$ cat config.mk
export PLATFORM = sky130hd
export DESIGN_NAME = sbus_core
export DESIGN_NICKNAME = d
export VERILOG_FILES = /design/src/rtl/sbus_pkg.sv /design/src/rtl/sbus_alu.sv /design/src/rtl/sbus_regfile.sv /design/src/rtl/sbus_ctrl.sv /design/src/rtl/sbus_core.sv
export SDC_FILE = /design/constraint.sdc
export NUM_CORES = 2
export LEC_CHECK = 0
export BUFFER_PORTS_ARGS = -buffer_cell sky130_fd_sc_hd__clkbuf_2
export CAP_MARGIN = 20
export CORE_UTILIZATION = 45
export DETAILED_ROUTE_END_ITERATION = 6
export PLACE_DENSITY_LB_ADDON = 0.12
export SYNTH_ARGS = -nofsm -noshare
export SYNTH_HDL_FRONTEND = slang
export SYNTH_HIERARCHICAL = 1
export SYNTH_SLANG_ARGS = --single-unit
$ cat constraint.sdc
create_clock -name clk -period 10.3 [get_ports clk]
set_input_delay 2.06 -clock clk [delete_from_list [all_inputs] [get_ports clk]]
set_output_delay 2.06 -clock clk [all_outputs]
set_load 0.005 [all_outputs]
$ cat src/rtl/sbus_pkg.sv
package sbus_pkg;

  typedef enum logic [4:0] {
    ST_F1, ST_F2, ST_F3, ST_F4,
    ST_ADD1, ST_ADD2, ST_ADD3,
    ST_AND1, ST_AND2, ST_AND3,
    ST_LW1, ST_LW2, ST_LW3, ST_LW4, ST_LW5,
    ST_SW1, ST_SW2, ST_SW3, ST_SW4,
    ST_HALT
  } state_e;

  typedef enum logic [2:0] {
    SRC_NONE, SRC_PC, SRC_Z, SRC_MDR, SRC_REG, SRC_IMM, SRC_FOUR
  } src_e;

  typedef enum logic [1:0] {SEL_RS, SEL_RT, SEL_RD} rsel_e;

  typedef enum logic {ALU_ADD, ALU_AND} alu_e;

  typedef struct packed {
    src_e  src;
    rsel_e rsel;
    alu_e  alu;
    logic  y_in;
    logic  z_in;
    logic  mar_in;
    logic  mdr_in;
    logic  ir_in;
    logic  pc_in;
    logic  reg_in;
    logic  rd_req;
    logic  wr_req;
    logic  wait_mfc;
  } ctl_t;

  // Ordered dispatch rules: the first hit wins.
  localparam int NRULE = 4;
  localparam logic [31:0] RULE_MASK  [NRULE] = '{32'hFC00_003F, 32'hFC00_003F,
                                                 32'hFC00_0000, 32'hFC00_0000};
  localparam logic [31:0] RULE_MATCH [NRULE] = '{32'h0000_0020, 32'h0000_0024,
                                                 32'h8C00_0000, 32'hAC00_0000};
  localparam state_e      RULE_DEST  [NRULE] = '{ST_ADD1, ST_AND1, ST_LW1, ST_SW1};

  function automatic state_e dispatch(input logic [31:0] word);
    state_e dest;
    logic   hit;
    dest = ST_HALT;
    hit  = 1'b0;
    for (int i = 0; i < NRULE; i++) begin
      if (!hit && ((word & RULE_MASK[i]) == RULE_MATCH[i])) begin
        dest = RULE_DEST[i];
        hit  = 1'b1;
      end
    end
    return dest;
  endfunction

endpackage

$ cat src/rtl/sbus_alu.sv
module sbus_alu
  import sbus_pkg::*;
#(
  parameter int W = 32
) (
  input  logic [W-1:0] a,
  input  logic [W-1:0] b,
  input  alu_e         op,
  output logic [W-1:0] y
);
  always_comb begin
    case (op)
      ALU_AND: y = a & b;
      default: y = a + b;
    endcase
  end
endmodule

$ cat src/rtl/sbus_regfile.sv
module sbus_regfile #(
  parameter int W = 32,
  parameter int N = 32,
  localparam int AW = $clog2(N)
) (
  input  logic          clk,
  input  logic          we,
  input  logic [AW-1:0] waddr,
  input  logic [W-1:0]  wdata,
  input  logic [AW-1:0] raddr,
  output logic [W-1:0]  rdata
);
  logic [W-1:0] cells [N];

  // Entry 0 is never written; its read is forced to zero.
  always_ff @(posedge clk) begin
    if (we && (waddr != '0)) cells[waddr] <= wdata;
  end

  assign rdata = (raddr == '0) ? '0 : cells[raddr];
endmodule

$ cat src/rtl/sbus_ctrl.sv
module sbus_ctrl
  import sbus_pkg::*;
(
  input  logic        clk,
  input  logic        rst,
  input  logic [31:0] ir,
  input  logic        mfc,
  output ctl_t        ctl,
  output logic        halted
);
  state_e state_q, state_n;

  always_comb begin
    ctl     = '0;
    state_n = state_q;
    case (state_q)
      ST_F1: begin
        ctl.src = SRC_PC; ctl.mar_in = 1'b1; ctl.y_in = 1'b1; ctl.rd_req = 1'b1;
        state_n = ST_F2;
      end
      ST_F2: begin
        ctl.src = SRC_FOUR; ctl.alu = ALU_ADD; ctl.z_in = 1'b1; ctl.wait_mfc = 1'b1;
        if (mfc) state_n = ST_F3;
      end
      ST_F3: begin
        ctl.src = SRC_MDR; ctl.ir_in = 1'b1;
        state_n = ST_F4;
      end
      ST_F4: begin
        ctl.src = SRC_Z; ctl.pc_in = 1'b1;
        state_n = dispatch(ir);
      end
      ST_ADD1, ST_AND1: begin
        ctl.src = SRC_REG; ctl.rsel = SEL_RS; ctl.y_in = 1'b1;
        state_n = (state_q == ST_ADD1) ? ST_ADD2 : ST_AND2;
      end
      ST_ADD2, ST_AND2: begin
        ctl.src = SRC_REG; ctl.rsel = SEL_RT; ctl.z_in = 1'b1;
        ctl.alu = (state_q == ST_ADD2) ? ALU_ADD : ALU_AND;
        state_n = (state_q == ST_ADD2) ? ST_ADD3 : ST_AND3;
      end
      ST_ADD3, ST_AND3: begin
        ctl.src = SRC_Z; ctl.rsel = SEL_RD; ctl.reg_in = 1'b1;
        state_n = ST_F1;
      end
      ST_LW1: begin
        ctl.src = SRC_REG; ctl.rsel = SEL_RS; ctl.y_in = 1'b1;
        state_n = ST_LW2;
      end
      ST_LW2: begin
        ctl.src = SRC_IMM; ctl.alu = ALU_ADD; ctl.z_in = 1'b1;
        state_n = ST_LW3;
      end
      ST_LW3: begin
        ctl.src = SRC_Z; ctl.mar_in = 1'b1; ctl.rd_req = 1'b1;
        state_n = ST_LW4;
      end
      ST_LW4: begin
        ctl.wait_mfc = 1'b1;
        if (mfc) state_n = ST_LW5;
      end
      ST_LW5: begin
        ctl.src = SRC_MDR; ctl.rsel = SEL_RT; ctl.reg_in = 1'b1;
        state_n = ST_F1;
      end
      ST_SW1: begin
        ctl.src = SRC_REG; ctl.rsel = SEL_RT; ctl.mdr_in = 1'b1;
        state_n = ST_SW2;
      end
      ST_SW2: begin
        ctl.src = SRC_REG; ctl.rsel = SEL_RS; ctl.y_in = 1'b1;
        state_n = ST_SW3;
      end
      ST_SW3: begin
        ctl.src = SRC_IMM; ctl.alu = ALU_ADD; ctl.z_in = 1'b1;
        state_n = ST_SW4;
      end
      ST_SW4: begin
        ctl.src = SRC_Z; ctl.mar_in = 1'b1; ctl.wr_req = 1'b1;
        state_n = ST_F1;
      end
      default: state_n = ST_HALT;
    endcase
  end

  always_ff @(posedge clk) begin
    if (rst) begin
      state_q <= ST_F1;
      halted  <= 1'b0;
    end else begin
      state_q <= state_n;
      halted  <= (state_n == ST_HALT);
    end
  end

  AST_WAIT_HOLD: assert property (@(posedge clk) disable iff (rst)
    (ctl.wait_mfc && !mfc) |=> (state_q == $past(state_q)));
  AST_HALT_STICKY: assert property (@(posedge clk) disable iff (rst)
    halted |=> halted);
endmodule

$ cat src/rtl/sbus_core.sv
module sbus_core
  import sbus_pkg::*;
#(
  parameter int          W        = 32,
  parameter int          NREG     = 32,
  parameter logic [31:0] RESET_PC = 32'h0
) (
  input  logic         clk,
  input  logic         rst,
  output logic         mem_rd,
  output logic         mem_wr,
  output logic [W-1:0] mem_addr,
  output logic [W-1:0] mem_wdata,
  input  logic [W-1:0] mem_rdata,
  input  logic         mem_mfc,
  output logic         halted
);
  localparam int RAW = $clog2(NREG);

  ctl_t           ctl;
  logic [W-1:0]   bus, alu_res, rf_rdata, imm_ext;
  logic [W-1:0]   pc_q, mar_q, mdr_q, y_q, z_q;
  logic [31:0]    ir_q;
  logic [4:0]     fld;
  logic [RAW-1:0] rf_addr;
  logic           armed_q;

  sbus_ctrl u_ctrl (
    .clk    (clk),
    .rst    (rst),
    .ir     (ir_q),
    .mfc    (mem_mfc),
    .ctl    (ctl),
    .halted (halted)
  );

  always_comb begin
    case (ctl.rsel)
      SEL_RS:  fld = ir_q[25:21];
      SEL_RT:  fld = ir_q[20:16];
      default: fld = ir_q[15:11];
    endcase
  end
  assign rf_addr = fld[RAW-1:0];
  assign imm_ext = {{(W-16){ir_q[15]}}, ir_q[15:0]};

  sbus_regfile #(.W(W), .N(NREG)) u_rf (
    .clk   (clk),
    .we    (ctl.reg_in),
    .waddr (rf_addr),
    .wdata (bus),
    .raddr (rf_addr),
    .rdata (rf_rdata)
  );

  // The single shared bus: one source per cycle.
  always_comb begin
    case (ctl.src)
      SRC_PC:   bus = pc_q;
      SRC_Z:    bus = z_q;
      SRC_MDR:  bus = mdr_q;
      SRC_REG:  bus = rf_rdata;
      SRC_IMM:  bus = imm_ext;
      SRC_FOUR: bus = W'(4);
      default:  bus = '0;
    endcase
  end

  sbus_alu #(.W(W)) u_alu (
    .a  (y_q),
    .b  (bus),
    .op (ctl.alu),
    .y  (alu_res)
  );

  always_ff @(posedge clk) begin
    if (rst) begin
      pc_q    <= W'(RESET_PC);
      mar_q   <= '0;
      mdr_q   <= '0;
      y_q     <= '0;
      z_q     <= '0;
      ir_q    <= '0;
      mem_rd  <= 1'b0;
      mem_wr  <= 1'b0;
      armed_q <= 1'b0;
    end else begin
      armed_q <= 1'b1;
      if (ctl.pc_in)  pc_q  <= bus;
      if (ctl.mar_in) mar_q <= bus;
      if (ctl.y_in)   y_q   <= bus;
      if (ctl.z_in)   z_q   <= alu_res;
      if (ctl.ir_in)  ir_q  <= bus[31:0];
      if (ctl.wait_mfc && mem_mfc) mdr_q <= mem_rdata;
      else if (ctl.mdr_in)         mdr_q <= bus;
      mem_rd <= ctl.rd_req;
      mem_wr <= ctl.wr_req;
    end
  end

  assign mem_addr  = mar_q;
  assign mem_wdata = mdr_q;

  AST_RD_PULSE: assert property (@(posedge clk) disable iff (rst)
    mem_rd |=> !mem_rd);
  AST_WR_PULSE: assert property (@(posedge clk) disable iff (rst)
    mem_wr |=> !mem_wr);
  AST_NO_RD_WR: assert property (@(posedge clk) disable iff (rst)
    !(mem_rd && mem_wr));
  AST_PC_STEP: assert property (@(posedge clk) disable iff (rst)
    (armed_q && (pc_q != $past(pc_q))) |-> (pc_q == $past(pc_q) + W'(4)));
  AST_R0_ZERO: assert property (@(posedge clk) disable iff (rst)
    ((ctl.src == SRC_REG) && (rf_addr == '0)) |-> (bus == '0));
  AST_HALT_QUIET: assert property (@(posedge clk) disable iff (rst)
    halted |-> (!mem_rd && !mem_wr));
endmodule

# Word level (Yosys, flattened, before mapping)
# Memories as Yosys holds them, arrays and structs flattened.
# Cells that the tools add are included.
[word_totals] out_inout_bits=67 memories=1 ramBits=1024 latchBits=0 word_cells=108 register_bits=200 input_bits=35 mem_bits_ro=0
[memory_table] memory="u_rf.cells" words=32 word_bits=32 rd=1 rd_ports_with_merged_regs=0 wr=1 line_no="sbus_regfile.sv:13" rtl="logic [W-1:0] cells [N];"
[op_classes] muxes=37 reduce_logical=28 n_div=0 shift=0 n_lt_le_gt_ge=0 multipliers=0 eq_ne=30 add_sub_neg=1 n_bitwise=1
[op_table] op="one-hot mux 32 bit (6 select lines)" count=1
[op_table] op="two-way mux 32 bit" count=4
[op_table] op="one-hot mux 5 bit (14 select lines)" count=1
[op_table] op="== test 5 x 4 -> 1 bit, second input constant" count=8
[op_table] op="adder 32 bit" count=1
[op_table] op="bitwise AND 32 bit" count=1
[op_table] op="two-way mux 5 bit" count=6
[op_table] op="== test 12 x 6 -> 1 bit, second input constant" count=2
[op_table] op="== test 5 x 3 -> 1 bit, second input constant" count=4
[op_table] op="== test 5 bit, second input constant" count=4
[op_table] op="two-way mux 1 bit" count=20
[op_table] op="one-hot mux 3 bit (6 select lines)" count=1
[op_table] op="OR reduction 5 bit" count=3
[op_table] op="OR reduction 2 bit" count=7
[op_table] op="== test 6 bit, second input constant" count=2
[op_table] op="== test 5 x 2 -> 1 bit, second input constant" count=2
[op_table] op="logical NOT 5 bit" count=2
[op_table] op="one-hot mux 5 bit (2 select lines)" count=1
[op_table] op="== test 3 bit, second input constant" count=3
[op_table] op="two-way mux 4 bit" count=2
[op_table] op="OR reduction 4 bit" count=2
[op_table] op="OR reduction 7 bit" count=1
[op_table] op="== test 3 x 2 -> 1 bit, second input constant" count=2
[op_table] op="OR reduction 3 bit" count=2
[op_table] op="9 further kinds" count=15

# Depth between registers and ports, before layout
[depth] ltp_word=16 depth_mapped=31

# Hierarchy
# Netlist, hierarchy kept.
[modules_own_cells] module="sbus_regfile" cells_per_inst=1903 instances=1 area_each_um2=39709.3
[modules_own_cells] module="sbus_core" cells_per_inst=901 instances=1 area_each_um2=8401.8
[modules_own_cells] module="sbus_alu" cells_per_inst=303 instances=1 area_each_um2=2073.2
[modules_own_cells] module="sbus_ctrl" cells_per_inst=107 instances=1 area_each_um2=728.2

# Worst setup path before layout
# Ideal clock, no wire load.
[synth_timing] path_type="register to register" from="register u_ctrl.state_q[3]" to="register z_q[30]" setup_slack_ns=3.945 t_arrival_ns=6.227 path_stages_with_launch=29 n_path_buf=4 setup_ns=0.128 required_ns=10.172 path_cell_list="dfxtp_1 > buf_2 > nand2b_1 > mux2_2 > o21a_1 > nor2_1 > clkbuf_1 > mux2i_1 > o21ai_0 > buf_2 > clkbuf_1 > mux4_1 > mux2_2 > a221oi_1 > a211oi_1 > a221o_1 > nand2_1 > inv_1 > ha_1 > fa_1 > a211oi_2 > o21ai_2 > nand4_1 > a2111oi_4 > or2_4 > a2111oi_2 > a221oi_2 > mux2i_1 > nor2_1"
[synth_lines] item="from (decl)" line_no="sbus_ctrl.sv:11" rtl="state_e state_q, state_n;"
[synth_lines] item="from (signal assigned)" line_no="sbus_ctrl.sv:91" rtl="state_q <= state_n;"
[synth_lines] item="to (signal assigned)" line_no="sbus_core.sv:92" rtl="if (ctl.z_in) z_q <= alu_res;"
[synth_lines] item="to (decl)" line_no="sbus_core.sv:22" rtl="logic [W-1:0] pc_q, mar_q, mdr_q, y_q, z_q;"

==> impl_metrics.py <==
metrics = {
    "status": {
        "status": "completed",
    },
    "pwr": {
        "powerDensity_nw_per_um2": 207,
        "swShare_pct": 26.2,
        "p_int_mw": 8.86,
        "p_seq_share_pct": 47.5,
        "ir_drop_uv": 172,
        "pwr-share-comb_pct": 13.9,
        "p_leak_nw": 19.0,
        "power.switching_mw": 3.14,
        "clock_power_share_pct": 38.6,
    },
    "timing": {
        "fmax_ghz": 0.114,
        "report.final.slew_viol_count": 0,
        "setup_ws_ns": 1.53,
        "worstMarginPinSlew_ns": 1.22,
        "finalSetupViolations": 0,
        "rsz0062_at_grt": "no",
        "timing_hold_violations_final": 0,
        "finalSetupTns_ns": 0,
        "clock-skew-final_ns": 0.0316,
        "period_share_pct": 85.2,
        "hold_ws_ns": 0.482,
        "layout_min_cycle_time_ns": 8.77,
        "max-slew-margin-rel_pct": 18.4,
    },
    "clock_network": {
        "cts_tree": "done",
        "clkTransAtPathRegs_ns": 0.06,
        "postCtsSetupBuffers": 0,
        "cts-resized-gates": 0,
        "htreeDepth": 4,
        "clock_sinks": 1224,
        "cts_buffers": 131,
        "clk_latency_ns": 0.75,
        "cts_buffer_depth": 3,
        "root_buffer": "clkbuf_16",
        "postCtsHoldBufs": 0,
    },
    "drt": {
        "drtIter0Drc": 2831,
        "vias_per_cell": 6.20,
        "vias": 30814,
        "routed_wl_mm": 152,
        "drc_errors": 0,
        "firstDrtPassIters": 5,
        "wl_per_cell_um": 30.7,
        "ant_nets": 0,
    },
    "critical_path": {
        "cp-end-kind": "flop",
        "crit_arrival_ns": 9.37,
        "cp-start-kind": "flop",
        "path_buf_inv": 4,
        "critPathMaxStageDelay_ns": 0.83,
        "worstSetupPathType": "flop to flop",
        "worstPathRequired_ns": 10.90,
        "crit_slowest_cell": "or3b_2",
        "path_max_fanout": 33,
        "crit_family": "compound AO/OA/AOI/OAI gates",
    },
    "placed_design": {
        "dpl_cell_area_um2": 53600,
        "port_buffers": 101,
        "place_congestion": 0.955,
        "dp_hpwl_mm": 91.1,
        "dp_slack_ns": 1.64,
    },
    "final_layout": {
        "layout.nets": 3442,
        "drive_gt1_share_pct": 18.4,
        "ff_latch_area_um2": 34800,
        "stdcell_area_um2": 57900,
        "post-route-util_pct": 51.6,
        "area_growth_pct": 13.8,
        "num-fill-cells": 9203,
        "n_antenna_cell": 0,
        "multi_input_comb_area_um2": 15300,
    },
    "synthesis": {
        "synth.cell_area_um2": 50900,
        "ys_seq_elements": 1224,
        "synth_common_cells": "edfxtp_1 (1024), mux2i_1 (332), dfxtp_1 (200)",
        "synth_mux_area_share_pct": 13.5,
        "yosysTopAreaCell": "edfxtp_1",
        "synth.most_common_cell": "edfxtp_1",
        "syn_area_per_cell_um2": 15.8,
        "synth_edf_count": 1024,
        "yosysWarnings": 6,
        "synthCells": 3214,
        "synth_top_family_by_area": "multiplexers",
        "synth_top_area_share_pct": 60.4,
        "synth_fa_ha_area_share_pct": 0.845,
        "synth_cell_type_count": 91,
        "synth_xor_xnor_area_share_pct": 0.344,
        "ys_top_cells_by_area": "edfxtp_1 (60%), dfxtp_1 (7.9%), mux2i_1 (6.5%)",
        "yosysSeqAreaShare_pct": 68.3,
        "synth-compound-area-share_pct": 9.02,
        "synth_simple_gate_area_share_pct": 5.25,
        "synth-async-reset-ratio_pct": 0,
        "synth_flop_cell": "edfxtp_1",
    },
    "global_routing": {
        "grt_max_degree": 100,
        "grt_pass1_vias": 30134,
        "grtUsageTotal_pct": 26.4,
        "antenna_found_initial": 8,
        "gr-total-overflow": 0,
        "grt_pass1_wl_mm": 218,
    },
    "floorplanning": {
        "die_area_um2": 114000,
        "rows": 123,
        "die_height_um": 338,
        "core_um2": 112000,
        "initial_core_util_pct": 45.3,
        "io_pins": 102,
        "die_w_um": 338,
    },
    "run": {
        "cap_viol_max_count": 0,
    },
    "min_path": {
        "hold_class": "flop to flop",
    },
}
## routing by layer
metal	share of wire (%)	vias up	GRT usage (%)
met1	42	16068	35.8
met3	7.1	247	4.29
met5	0	-	0
met4	3.2	0	9.01
li1	-	13148	-
met2	48	1351	43.2
## metrics by stage
| step | std cells | power (mW) |
|---|---|---|
| 6_report | 4972 | 12.0 |
| 5_1_grt | 4972 | 12.4 |
| 4_1_cts | 4965 | 12.0 |
| 3_5_place_dp | 4734 | 7.43 |
| 3_3_place_gp | 4727 | 7.40 |
| 2_1_floorplan | 3245 | 6.81 |
## path summary, 6_finish.rpt
kind                                 from               endpoint  slack, ns  cells after the start
max          u_ctrl/state_q[1]$_SDFF_PP0_   z_q[30]$_SDFFE_PP0P_       1.53                     26
min                 pc_q[16]$_SDFFE_PP0P_  pc_q[16]$_SDFFE_PP0P_       0.48                      2
max reg2reg  u_ctrl/state_q[1]$_SDFF_PP0_   z_q[30]$_SDFFE_PP0P_       1.53                     26
min reg2reg         pc_q[16]$_SDFFE_PP0P_  pc_q[16]$_SDFFE_PP0P_       0.48                      2
## area by class of cell
cell class / count / share of cell area (%)
clock buffer: 171 / 6.20
clock inverter: 60 / 1.05
inverter: 49 / 0.317
multi-input combinational: 1743 / 26.4
sequential: 1224 / 60.0
tap: 1500 / 3.24
timing repair buffer: 225 / 2.82
## flip-flops by register name (all words and copies together) (netlist names), 5 cells and up
signal          cells
u_rf/cells       1024
ir_q               32
mem_addr           32
mem_wdata          32
pc_q               32
y_q                32
z_q                32
u_ctrl/state_q      5
## placed cells by master (no fill, tap or decap), types with 12 or more instances in the layout
cell,netlist,routed
nor2_4,1,34
a22oi_1,49,49
mux4_1,56,56
xor2_1,12,12
a221o_1,13,13
a221oi_2,16,16
clkbuf_16,0,135
a221oi_1,22,22
o22ai_1,97,96
mux2_2,41,41
o221ai_1,71,71
inv_1,48,48
nand3_1,14,14
dfxtp_1,200,200
buf_4,30,111
clkbuf_2,0,101
mux4_2,72,72
o21ai_0,56,49
edfxtp_1,1024,1024
ha_1,32,32
nand2_1,136,136
a211oi_1,104,104
clkbuf_1,126,27
clkinv_2,0,19
mux2i_1,332,332
nor3b_1,34,34
clkinv_1,1,16
a21oi_1,103,102
conb_1,1,32
nor2_1,176,143
nor2b_1,15,12
nand4_1,36,36
nand2b_1,68,68
a21o_1,15,15
## logic make-up (layout without fill, tap and decap cells)
group	Yosys count	count (layout)
buffers and inverters	278	505
other	1	32
multiplexers	501	501
AND/OR/NAND/NOR	536	536
AO/OA/AOI/OAI	620	620
flip-flops	1224	1224
adder cells (fa/ha/maj)	34	34
XOR/XNOR	20	20
## power by group through the flow
stage	sequential (mW)	combinational (mW)	clock, mW
floorplan	5.77	1.04	0
global placement	5.80	1.60	0
detailed placement	5.80	1.63	0
CTS	5.70	1.64	4.71
global route	5.71	1.77	4.89
finish	5.70	1.67	4.63
## worst min-delay path, stage by stage, from the launching register on
cell	delay (ns)
dfxtp_1	0.30
nand2b_1	0.06
o22ai_1	0.07
No activity file was read; power rests on OpenSTA's default activity.
